==> src/rtl/alu_pkg.sv <==
package alu_pkg;

   typedef struct packed {
      logic       sub;
      logic [1:0] sel;
      logic       shift;
      logic       math;
   } alu_fn_t;

   // Unit chosen by {shift, math}
   typedef enum logic [1:0] {
      UNIT_LOGIC = 2'b00,
      UNIT_ADD   = 2'b01,
      UNIT_SHIFT = 2'b10,
      UNIT_CMP   = 2'b11
   } alu_unit_e;

   typedef enum logic [1:0] {
      LOP_AND = 2'b00,
      LOP_OR  = 2'b01,
      LOP_XOR = 2'b10,
      LOP_NOR = 2'b11
   } logic_op_e;

   function automatic alu_unit_e unit_of(input alu_fn_t f);
      return alu_unit_e'({f.shift, f.math});
   endfunction

endpackage

==> src/rtl/alu_addsub.sv <==
module alu_addsub #(
   parameter int WIDTH       = 32,
   parameter bit RIPPLE_IMPL = 1'b0
) (
   input  logic [WIDTH-1:0] a,
   input  logic [WIDTH-1:0] b,
   input  logic             sub,
   output logic [WIDTH-1:0] sum,
   output logic             neg,
   output logic             ovf,
   output logic             cout
);
   localparam int MSB = WIDTH - 1;

   logic [WIDTH-1:0] b_eff;
   assign b_eff = b ^ {WIDTH{sub}};

   generate
      if (RIPPLE_IMPL) begin : g_ripple
         logic [WIDTH:0] cy;
         assign cy[0] = sub;
         for (genvar i = 0; i < WIDTH; i++) begin : g_bit
            assign sum[i]  = a[i] ^ b_eff[i] ^ cy[i];
            assign cy[i+1] = (a[i] & b_eff[i]) | (cy[i] & (a[i] ^ b_eff[i]));
         end
         assign cout = cy[WIDTH];
      end else begin : g_native
         logic [WIDTH:0] wide;
         assign wide = {1'b0, a} + {1'b0, b_eff} + {{WIDTH{1'b0}}, sub};
         assign sum  = wide[WIDTH-1:0];
         assign cout = wide[WIDTH];
      end
   endgenerate

   assign neg = sum[MSB];
   assign ovf = (a[MSB] == b_eff[MSB]) && (sum[MSB] != a[MSB]);

endmodule

==> src/rtl/alu_shifter.sv <==
module alu_shifter #(
   parameter int WIDTH        = 32,
   parameter bit BARREL_IMPL  = 1'b1,
   localparam int SHW         = $clog2(WIDTH)
) (
   input  logic [WIDTH-1:0] val,
   input  logic [SHW-1:0]   amt,
   input  logic             left,
   input  logic             arith,
   output logic [WIDTH-1:0] res
);
   generate
      if (BARREL_IMPL) begin : g_barrel
         logic [WIDTH-1:0] val_rev;
         logic [WIDTH-1:0] out_rev;
         logic [WIDTH-1:0] stage [SHW+1];
         logic             fill;

         for (genvar i = 0; i < WIDTH; i++) begin : g_rev
            assign val_rev[i] = val[WIDTH-1-i];
            assign out_rev[i] = stage[SHW][WIDTH-1-i];
         end

         // Left shifts run through the right-shift network on a mirrored word
         assign stage[0] = left ? val_rev : val;
         assign fill     = arith & ~left & val[WIDTH-1];

         for (genvar s = 0; s < SHW; s++) begin : g_stage
            localparam int D = 1 << s;
            assign stage[s+1] = amt[s] ? {{D{fill}}, stage[s][WIDTH-1:D]} : stage[s];
         end

         assign res = left ? out_rev : stage[SHW];
      end else begin : g_behav
         always_comb begin
            if (left)       res = val << amt;
            else if (arith) res = $unsigned($signed(val) >>> amt);
            else            res = val >> amt;
         end
      end
   endgenerate

endmodule

==> src/rtl/alu_logic.sv <==
module alu_logic
   import alu_pkg::*;
#(
   parameter int WIDTH = 32
) (
   input  logic [WIDTH-1:0] a,
   input  logic [WIDTH-1:0] b,
   input  logic [1:0]       sel,
   output logic [WIDTH-1:0] res
);
   always_comb begin
      unique case (logic_op_e'(sel))
         LOP_AND: res = a & b;
         LOP_OR:  res = a | b;
         LOP_XOR: res = a ^ b;
         LOP_NOR: res = ~(a | b);
         default: res = '0;
      endcase
   end
endmodule

==> src/rtl/alu_core.sv <==
module alu_core
   import alu_pkg::*;
#(
   parameter int WIDTH         = 32,
   parameter bit RIPPLE_ADDER  = 1'b0,
   parameter bit BARREL_SHIFT  = 1'b1
) (
   input  logic [WIDTH-1:0] a,
   input  logic [WIDTH-1:0] b,
   input  logic [4:0]       fn,
   output logic [WIDTH-1:0] result,
   output logic             flag_n,
   output logic             flag_v,
   output logic             flag_c,
   output logic             flag_z
);
   localparam int SHW = $clog2(WIDTH);

   generate
      if (WIDTH < 2 || (WIDTH & (WIDTH - 1)) != 0) begin : g_bad_width
         $error("alu_core: WIDTH must be a power of two and at least 2");
      end
   endgenerate

   alu_fn_t          code;
   alu_unit_e        unit;
   logic             do_sub;
   logic [WIDTH-1:0] sum, shifted, logic_res;
   logic             lt_signed, lt_unsigned;

   assign code   = alu_fn_t'(fn);
   assign unit   = unit_of(code);
   assign do_sub = code.sub | (unit == UNIT_CMP);

   alu_addsub #(.WIDTH(WIDTH), .RIPPLE_IMPL(RIPPLE_ADDER)) u_addsub (
      .a    (a),
      .b    (b),
      .sub  (do_sub),
      .sum  (sum),
      .neg  (flag_n),
      .ovf  (flag_v),
      .cout (flag_c)
   );

   alu_shifter #(.WIDTH(WIDTH), .BARREL_IMPL(BARREL_SHIFT)) u_shift (
      .val   (b),
      .amt   (a[SHW-1:0]),
      .left  (~code.sel[1]),
      .arith (code.sel[1] & code.sel[0]),
      .res   (shifted)
   );

   alu_logic #(.WIDTH(WIDTH)) u_logic (
      .a   (a),
      .b   (b),
      .sel (code.sel),
      .res (logic_res)
   );

   assign lt_signed   = flag_n ^ flag_v;
   assign lt_unsigned = ~flag_c;

   always_comb begin
      unique case (unit)
         UNIT_ADD:   result = sum;
         UNIT_SHIFT: result = shifted;
         UNIT_CMP:   result = {{(WIDTH-1){1'b0}}, code.sel[0] ? lt_unsigned : lt_signed};
         default:    result = logic_res;
      endcase
   end

   assign flag_z = ~|result;

endmodule

==> config.mk <==
export PLATFORM = sky130hd
export DESIGN_NAME = alu_core
export DESIGN_NICKNAME = d
export VERILOG_FILES = /design/src/rtl/alu_pkg.sv /design/src/rtl/alu_addsub.sv /design/src/rtl/alu_shifter.sv /design/src/rtl/alu_logic.sv /design/src/rtl/alu_core.sv
export SDC_FILE = /design/constraint.sdc
export NUM_CORES = 1
export LEC_CHECK = 0
export BUFFER_PORTS_ARGS = -buffer_cell sky130_fd_sc_hd__buf_4
export CAP_MARGIN = 20
export CORE_MARGIN = 2
export CORE_UTILIZATION = 40
export DETAILED_ROUTE_END_ITERATION = 12
export PLACE_DENSITY = 0.66
export SLEW_MARGIN = 20
export SYNTH_ARGS = -nofsm -noshare
export SYNTH_HDL_FRONTEND = slang
export SYNTH_SLANG_ARGS = --single-unit
==> constraint.sdc <==
create_clock -name vclk -period 7.1
set_clock_uncertainty 0.2 [all_clocks]
set_input_delay 1.065 -clock vclk [all_inputs]
set_output_delay 1.065 -clock vclk [all_outputs]
set_load 0.1 [all_outputs]
* Yosys cells after proc, flatten, opt, wreduce, memory -nomap -nowiden *
Cells that the tools add are included.
Widths: inputs -> output; s select.

storage, ports and cells
  flip-flop bits (word level) = 0
  input bits = 69
  output and inout bits = 36
  logic and storage cells = 35

operators by class
  reductions and logical operators = 4
  mux-type cells = 10
  equality and inequality tests = 8
  bitwise logic cells = 11
  $add $sub $neg = 2

operators by type and width
  operator            count
  $mux 32             7
  $pmux 32 s4         1
  $pmux 32 s3         1
  $xor 32x32->32      2
  $add 32x32->33      1
  $add 33x1->33       1
  $and 32x32->32      1
  $not 32->32         1
  $or 32x32->32       1
  $reduce_or 32->1    1
  $eq 2x2->1 const B  4
  $eq 2x1->1 const B  2
  $and 1x1->1         3
  $logic_not 2->1     1
  $eq 1x1->1          1
  $logic_and 1x1->1   1
  $logic_not 1->1     1
  $mux 1              1
  $ne 1x1->1          1
  $not 1->1           1
  $or 1x1->1          1
  $xor 1x1->1         1

* Depth between registers and ports, before layout *
Gate-level depths: netlist (run 1).

  depth after elaboration = 12
  depth in mapped cells = 17
  depth with buffers taken out = 14

* Cells and area by module *
A second synthesis (run 1) with hierarchy kept.

second synthesis, totals
  cell total of the unflattened synthesis = 1065
  area, all modules = 8501.9 um2

by module, submodules not included
  module       cells each  area an instance (um2)  instances  sequential area each (um2)
  alu_shifter  461         3594.7                  1          0.0
  alu_logic    235         2105.8                  1          0.0
  alu_addsub   277         1990.7                  1          0.0
  alu_core     92          810.8                   1          0.0

* Worst setup path after synthesis (run 1) *
No wires, ideal clock.

  kind = input -> output
  start = input fn[1]
  end = output flag_z
  path buffers = 4
  path slack = -1.057 ns
  stages = 16
  required time = 5.835 ns
  arrival = 6.892 ns
  cells stage by stage = buf_2 > clkbuf_1 > a21oi_1 > clkbuf_1 > xnor2_1 > ha_1 > clkbuf_1 > nand4_1 > or3_1 > o211ai_1 > a32oi_1 > nor2_1 > mux2i_1 > o21ai_0 > or4_1 > nor3_2

between the ends
  elaborated cells between the ends (all ways) = 16
  those cells by class = add/sub: 2; eq/ne: 5; mux: 2; bitwise: 4; reduce/logical: 3

RTL lines
  item                  line                            text
  start: declaration    alu_core.sv:10                  input logic [4:0] fn,
  $eq 2x2->1            alu_core.sv:33, alu_core.sv:64
  $or 1x1->1            alu_core.sv:33                  assign do_sub = code.sub | (unit == UNIT_CMP);
  $xor 32x32->32        alu_addsub.sv:16                assign b_eff = b ^ {WIDTH{sub}};
  $add 32x32->33        alu_addsub.sv:29                assign wide = {1'b0, a} + {1'b0, b_eff} + {{WIDTH{1'b0}}, sub};
  $add 33x1->33         alu_addsub.sv:29
  $pmux 32 s3 *         alu_core.sv:64                  unique case (unit)
  named net result[29]  alu_core.sv:11                  output logic [WIDTH-1:0] result,
  $reduce_or 32->1 *    alu_core.sv:72                  assign flag_z = ~|result;
  $logic_not 1->1 *     alu_core.sv:72
  end: declaration      alu_core.sv:15                  output logic flag_z

Mark *: on every way through the listed nets, which the timed path passes. The rest lies on a longest branch.

* Final worst setup path (run 1) *
  start = input fn[0]
  end = output flag_z

between the ends
  cells in the longest elaborated chain, start to end = 12
  elaborated cells between the ends (all ways) = 16
  those cells by class = add/sub: 2; eq/ne: 5; mux: 2; bitwise: 4; reduce/logical: 3

ends and longest elaborated chain
  item                line                            text
  $eq 2x2->1          alu_core.sv:33, alu_core.sv:64
  $or 1x1->1          alu_core.sv:33
  $xor 32x32->32      alu_addsub.sv:16
  $add 32x32->33      alu_addsub.sv:29
  $add 33x1->33       alu_addsub.sv:29
  $ne 1x1->1          alu_addsub.sv:36                assign ovf = (a[MSB] == b_eff[MSB]) && (sum[MSB] != a[MSB]);
  $logic_and 1x1->1   alu_addsub.sv:36
  $xor 1x1->1         alu_core.sv:60                  assign lt_signed = flag_n ^ flag_v;
  $mux 1              alu_core.sv:67                  UNIT_CMP: result = {{(WIDTH-1){1'b0}}, code.sel[0] ? lt_unsigned : lt_signed};
  $pmux 32 s3 *       alu_core.sv:64
  $reduce_or 32->1 *  alu_core.sv:72
  $logic_not 1->1 *   alu_core.sv:72

Mark *: on every way between the ends. The rest lies on a longest branch, timed or not.

==> summary.md, run 1 <==
| Metric | Value |
|---|---|
| Wire per inst | `roughly 25 um` |
| Nets | `1368` |
| Std-Cell Core Area | `~0.021 mm^2` |
| DRC viols | `0` |
| Multi-input logic area | `about 0.0077 mm^2` |
| # clk buffers | `0` |
| Initial antenna violation count | `0` |
| Post-CTS setup buffer count | `0` |
| Critical path required time | `around 5.8 ns` |
| Slew Limit Fails | `0` |
| Router iterations before antenna repair | `5` |
| Post-CTS sizing | `0` |
| Synthesized instance count | `1163` |
| Most frequent cells in the layout | `136 x buf_4, 106 x nor2_1, 98 x ha_1` |
| Fill cells | `about 2.2k` |
| WS Path Type | `in -> out` |
| Die width | `149 um` |
| Core Rows | `53` |
| Final wirelength | `37.5 mm` |
| Status | `complete, no violations` |
| Detailed placement HPWL | `29.9 mm` |
| Initial Util | `between 40% and 50%` |
| Setup Viol. Count Final | `0` |
| Final hold violations | `0` |
| Dpl cells | `1473` |
| Power Density | `131 mW/mm^2` |
| Register area share after synthesis | `0%` |
| RSZ-0062 raised after global routing | `false` |
| Met3 usage | `4.53%` |
| 1st-iter DRT viols | `1088` |
| Number of global-route vias before repair | `9079` |
| Post-route antenna net violation count | `0` |
| Period minus WS final | `roughly 6.8 ns` |
| Die H | `149 um` |
| Met1 GRT Util | `~46%` |
| Critical path arrival | `~5.5 ns` |
| Vias per cell | `6.59` |
| Register area | `0 um^2` |
| Port bufs | `105` |
| Number of max-cap violations | `0` |
| Via Count | `around 9.7k` |
| Leakage | `4.25 nW` |
| GRT Total Usage | `around a third` |
| Global-route wire length before repair | `56.3 mm` |
| Min-Delay Path Class | `in -> out` |
| Non-filler cells, final | `1473` |
| Seq_cells | `0` |
| Synth unique cells | `82` |
| Maximum clock rate | `148 MHz` |
| Ports | `105` |
| Layout area overhead | `11.3%` |
| GRT busiest layer | `met2` |
| Total power | `about 1.2 mW` |
| N_diodes | `0` |
| Final period util | `95.3%` |
| Setup crit start kind | `input port` |
| Post-Syn Area | `roughly 0.0084 mm^2` |
| Share of cells above drive strength 1 | `17.4%` |
| Grt ovf | `0` |
| Mapped Avg Cell Area | `between 7 and 8 um^2` |
| Synth Warn # | `0` |
| Slew HR | `about 41%` |
| Met2 Resource Use GR | `52.8%` |
| TNS Setup | `0 ns` |
| Largest net degree at the start of global routing | `79` |
| Most common cell after layout, fill and taps aside | `buf_4` |
| Worst slew pin tran | `0.884 ns` |
| Routability cong. | `1.08` |
| Max VDD drop | `72.7 uV` |
| Die area | `0.0223 mm^2` |
| Crit. End Element | `output port` |
| Crit-path max FO | `19` |
| Hold-fix buffer count after cts | `0` |
| Syn nets | `1331` |
-- Yosys cell counts (all sizes together) (5+ instances only) --
master / n / area share [%]
a211o: 12 / 1.2
a211oi: 29 / 2.6
a21o: 14 / 1.2
a21oi: 81 / 4.8
a221o: 8 / 0.95
a221oi: 7 / 0.73
a22oi: 10 / 0.89
a31oi: 14 / 1.0
a32oi: 9 / 0.93
and2: 8 / 0.59
and3: 8 / 0.59
buf: 38 / 2.7
clkbuf: 64 / 2.8
ha: 98 / 15
inv: 87 / 3.9
mux2: 19 / 2.7
mux2i: 82 / 10
mux4: 39 / 10
nand2: 87 / 3.9
nand2b: 17 / 1.3
nand3: 13 / 0.77
nand4: 11 / 0.82
nor2: 106 / 4.7
nor2b: 21 / 1.6
nor3: 21 / 1.3
o211a: 6 / 0.71
o211ai: 15 / 1.3
o21a: 5 / 0.45
o21ai: 70 / 4.2
o21bai: 14 / 1.2
o221ai: 7 / 0.73
o22ai: 9 / 0.67
o31ai: 8 / 0.77
or3: 8 / 0.59
xnor2: 40 / 4.2
xor2: 12 / 1.2
-- through the flow --
step,area [um^2],util [%],setup WS (ns),hold slack [ns]
global route,9390,45.1,0.0833,2.56
detailed placement,9390,45.1,0.386,2.52
global placement,9390,45.1,0.485,2.52
CTS,9390,45.1,0.353,2.51
floorplan,8460,-,-0.269,2.46
finish,9390,45.1,0.333,2.51
-- power breakdown --
| part | internal (mW) | leakage (nW) | switching, mW |
|---|---|---|---|
| clock | 0 | 0 | 0 |
| combinational | 0.387 | 4.25 | 0.843 |
| sequential | 0 | 0 | 0 |
-- path summary, 6_finish.rpt --
check / startpoint / to / slack (ns) / depth (start not counted)
setup / recovery: fn[0] / flag_z / 0.33 / 16
hold / removal: a[31] / flag_v / 2.51 / 5
-- per-layer routing --
layer / vias up / share of wire (%)
li1: 4390 / -
met1: 4667 / 43
met2: 560 / 44
met3: 91 / 9.2
met4: 0 / 4.3
met5: - / 0
-- layout make-up --
type | count | area share, %
timing repair buffer | 137 | 11.1
multi-input combinational | 972 | 81.7
tap | 275 | 3.67
inverter | 89 | 3.56
-- critical path: stages --
cell and delay [ns]:
buf_4 0.21, a21oi_4 0.34, buf_4 0.28, buf_4 0.28, xnor2_1 0.11, ha_1 0.38, and2_1 0.22, nand3_1 0.13
a211o_1 0.31, and2_1 0.21, o41ai_2 0.44, mux2i_1 0.13, a221o_2 0.36, or4_1 0.52, nor3_4 0.17, buf_4 0.31
-- cell families (layout without fill, tap and decap cells) --
logic type / count (synthesis) / after routing / share of synthesized area, %
xor+xnor: 52 / 52 / 5.40
fa+ha+maj: 99 / 99 / 14.8
mux: 140 / 140 / 23.1
buf+inv: 191 / 226 / 9.54
simple gates: 323 / 323 / 18.2
compound gates: 358 / 358 / 28.9
Power figures use the tool's default switching activity.
==> run 2: changes to the inputs <==
==> constraint.sdc (replaced) <==
create_clock -name vclk -period 7.1
set_clock_uncertainty 0.2 [all_clocks]
set_input_delay 0.71 -clock vclk [all_inputs]
set_output_delay 0.71 -clock vclk [all_outputs]
set_load 0.1 [all_outputs]
==> run 2 against run 1 <==
  * Setup slack improved by 0.52 ns
  * Sequential share of layout area unchanged
  * Power down 2.1%
  * Final area shrank 1.8%
  * Via count fell by 1.2%
  * Routed wire length is 3.5% lower
  * Flip-flop and latch count unchanged
  * Critical path depth is the same
  * First-iteration DRC count increased by 2.7%
  * Critical path type unchanged
==> summary.md, run 2 (synthesis results as in run 1) <==
| Metric | Value |
|---|---|
| Pre-CTS worst setup slack | `0.929 ns (was 0.386 ns)` |
| Die H | `149 um (unchanged)` |
| Ports | `105 (unchanged)` |
| Critical path required time | `6.19 ns (was 5.83 ns)` |
| Post-CTS sizing | `0 (unchanged)` |
| Grt ovf | `0 (unchanged)` |
| GRT busiest layer | `met2 (unchanged)` |
| Post-route antenna net violation count | `0 (unchanged)` |
| Slew Limit Fails | `0 (unchanged)` |
| Post-CTS setup buffer count | `0 (unchanged)` |
| Dpl cells | `1454 (was 1473)` |
| Port bufs | `105 (unchanged)` |
| Worst setup margin | `0.852 ns (was 0.333 ns)` |
| Via Count | `9596 (was 9708)` |
| DRC viols | `0 (unchanged)` |
| Setup crit start kind | `input port (unchanged)` |
| Crit. End Element | `output port (unchanged)` |
| Routability cong. | `1.06 (was 1.08)` |
| Setup Viol. Count Final | `0 (unchanged)` |
| Met2 Resource Use GR | `49.3% (was 52.8%)` |
| Min-Delay Path Class | `in -> out (unchanged)` |
| RSZ-0062 raised after global routing | `false (unchanged)` |
| Fill cells | `2190 (was 2221)` |
| Router iterations before antenna repair | `6 (was 5)` |
| Total power | `1.20 mW (was 1.23 mW)` |
| Most frequent cells in the layout | `118 x buf_4, 106 x nor2_1, 98 x ha_1 (was 136 x buf_4, 106 x nor2_1, 98 x ha_1)` |
| Largest net degree at the start of global routing | `63 (was 79)` |
| Global-route wire length before repair | `54.4 mm (was 56.3 mm)` |
| Non-filler cells, final | `1454 (was 1473)` |
| Layout area overhead | `9.29% (was 11.3%)` |
| Max VDD drop | `92.6 uV (was 72.7 uV)` |
| Share of cells above drive strength 1 | `15.8% (was 17.4%)` |
| Die area | `0.0223 mm^2 (unchanged)` |
| Number of max-cap violations | `0 (unchanged)` |
| WS Path Type | `in -> out (unchanged)` |
| TNS Setup | `0 ns (unchanged)` |
| Worst slew pin tran | `0.958 ns (was 0.884 ns)` |
| Leakage | `4.15 nW (was 4.25 nW)` |
| Final period util | `88.0% (was 95.3%)` |
| CP startpoint | `fn[1] (was fn[0])` |
| Register area | `0 um^2 (unchanged)` |
| 1st-iter DRT viols | `1117 (was 1088)` |
| Hold Slack | `1.80 ns (was 2.51 ns)` |
| Nets | `1349 (was 1368)` |
| Final wirelength | `36.2 mm (was 37.5 mm)` |
| Period minus WS final | `6.25 ns (was 6.77 ns)` |
| Hold-fix buffer count after cts | `0 (unchanged)` |
| Crit-path max FO | `25 (was 19)` |
| Power Density | `131 mW/mm^2 (about the same)` |
| N_diodes | `0 (unchanged)` |
| Vias per cell | `6.60 (was 6.59)` |
| Design area | `0.00922 mm^2 (was 0.00939 mm^2)` |
| Number of global-route vias before repair | `8877 (was 9079)` |
| Std-Cell Core Area | `0.0208 mm^2 (unchanged)` |
| # clk buffers | `0 (unchanged)` |
| Met3 usage | `3.79% (was 4.53%)` |
| Fin util | `44.3% (was 45.1%)` |
| Critical path arrival | `5.34 ns (was 5.50 ns)` |
| GRT Total Usage | `31.7% (was 33.0%)` |
| Detailed placement HPWL | `28.1 mm (was 29.9 mm)` |
| Status | `complete, no violations (unchanged)` |
| Initial Util | `40.5% (unchanged)` |
| Hold_sp | `a[31] (unchanged)` |
| Initial antenna violation count | `0 (unchanged)` |
| Maximum clock rate | `160 MHz (was 148 MHz)` |
| Slew HR | `36.1% (was 40.8%)` |
| Seq_cells | `0 (unchanged)` |
| Final hold violations | `0 (unchanged)` |
| Met1 GRT Util | `44.7% (was 45.7%)` |
| Core Rows | `53 (unchanged)` |
| Most common cell after layout, fill and taps aside | `buf_4 (unchanged)` |
| Placed cell areas | `0.00922 mm^2 (was 0.00939 mm^2)` |
| Die width | `149 um (unchanged)` |
| Wire per inst | `24.9 um (was 25.4 um)` |
-- run 2: layout make-up --
class / count / area [um^2] / area share [%]
Multi-Input combinational cell: 972 / 7650 / 83.0
Timing Repair Buffer: 118 / 886 / 9.61
Inverter: 89 / 334 / 3.63
Tap cell: 275 / 344 / 3.73
-- run 2: worst max-delay path: stages --
cell and delay, ns:
buf_4 0.21, a21oi_4 0.32, buf_4 0.46, xnor2_1 0.16, ha_1 0.44, nand2_1 0.15, nor2_1 0.20, o21ai_0 0.12
a211o_1 0.37, and2_1 0.23, o41ai_2 0.45, mux2i_1 0.13, a221o_1 0.33, or4_1 0.53, nor3_4 0.17, buf_4 0.31
-- run 2: worst paths after layout --
kind              cells past startpoint      to
setup / recovery                     16  flag_z
hold / removal                        5  flag_v
-- run 2: power breakdown --
group          total (mW)  internal [mW]  switching, mW
Clock                   0              0              0
Combinational        1.20          0.377          0.828
Sequential              0              0              0
Total                1.20          0.377          0.828
-- run 2: metal layers --
| layer | wire, um | up-vias |
|---|---|---|
| li1 | - | 4346 |
| met1 | 15300 | 4556 |
| met2 | 15700 | 598 |
| met3 | 3430 | 96 |
| met4 | 1690 | 0 |
| met5 | 0 | - |
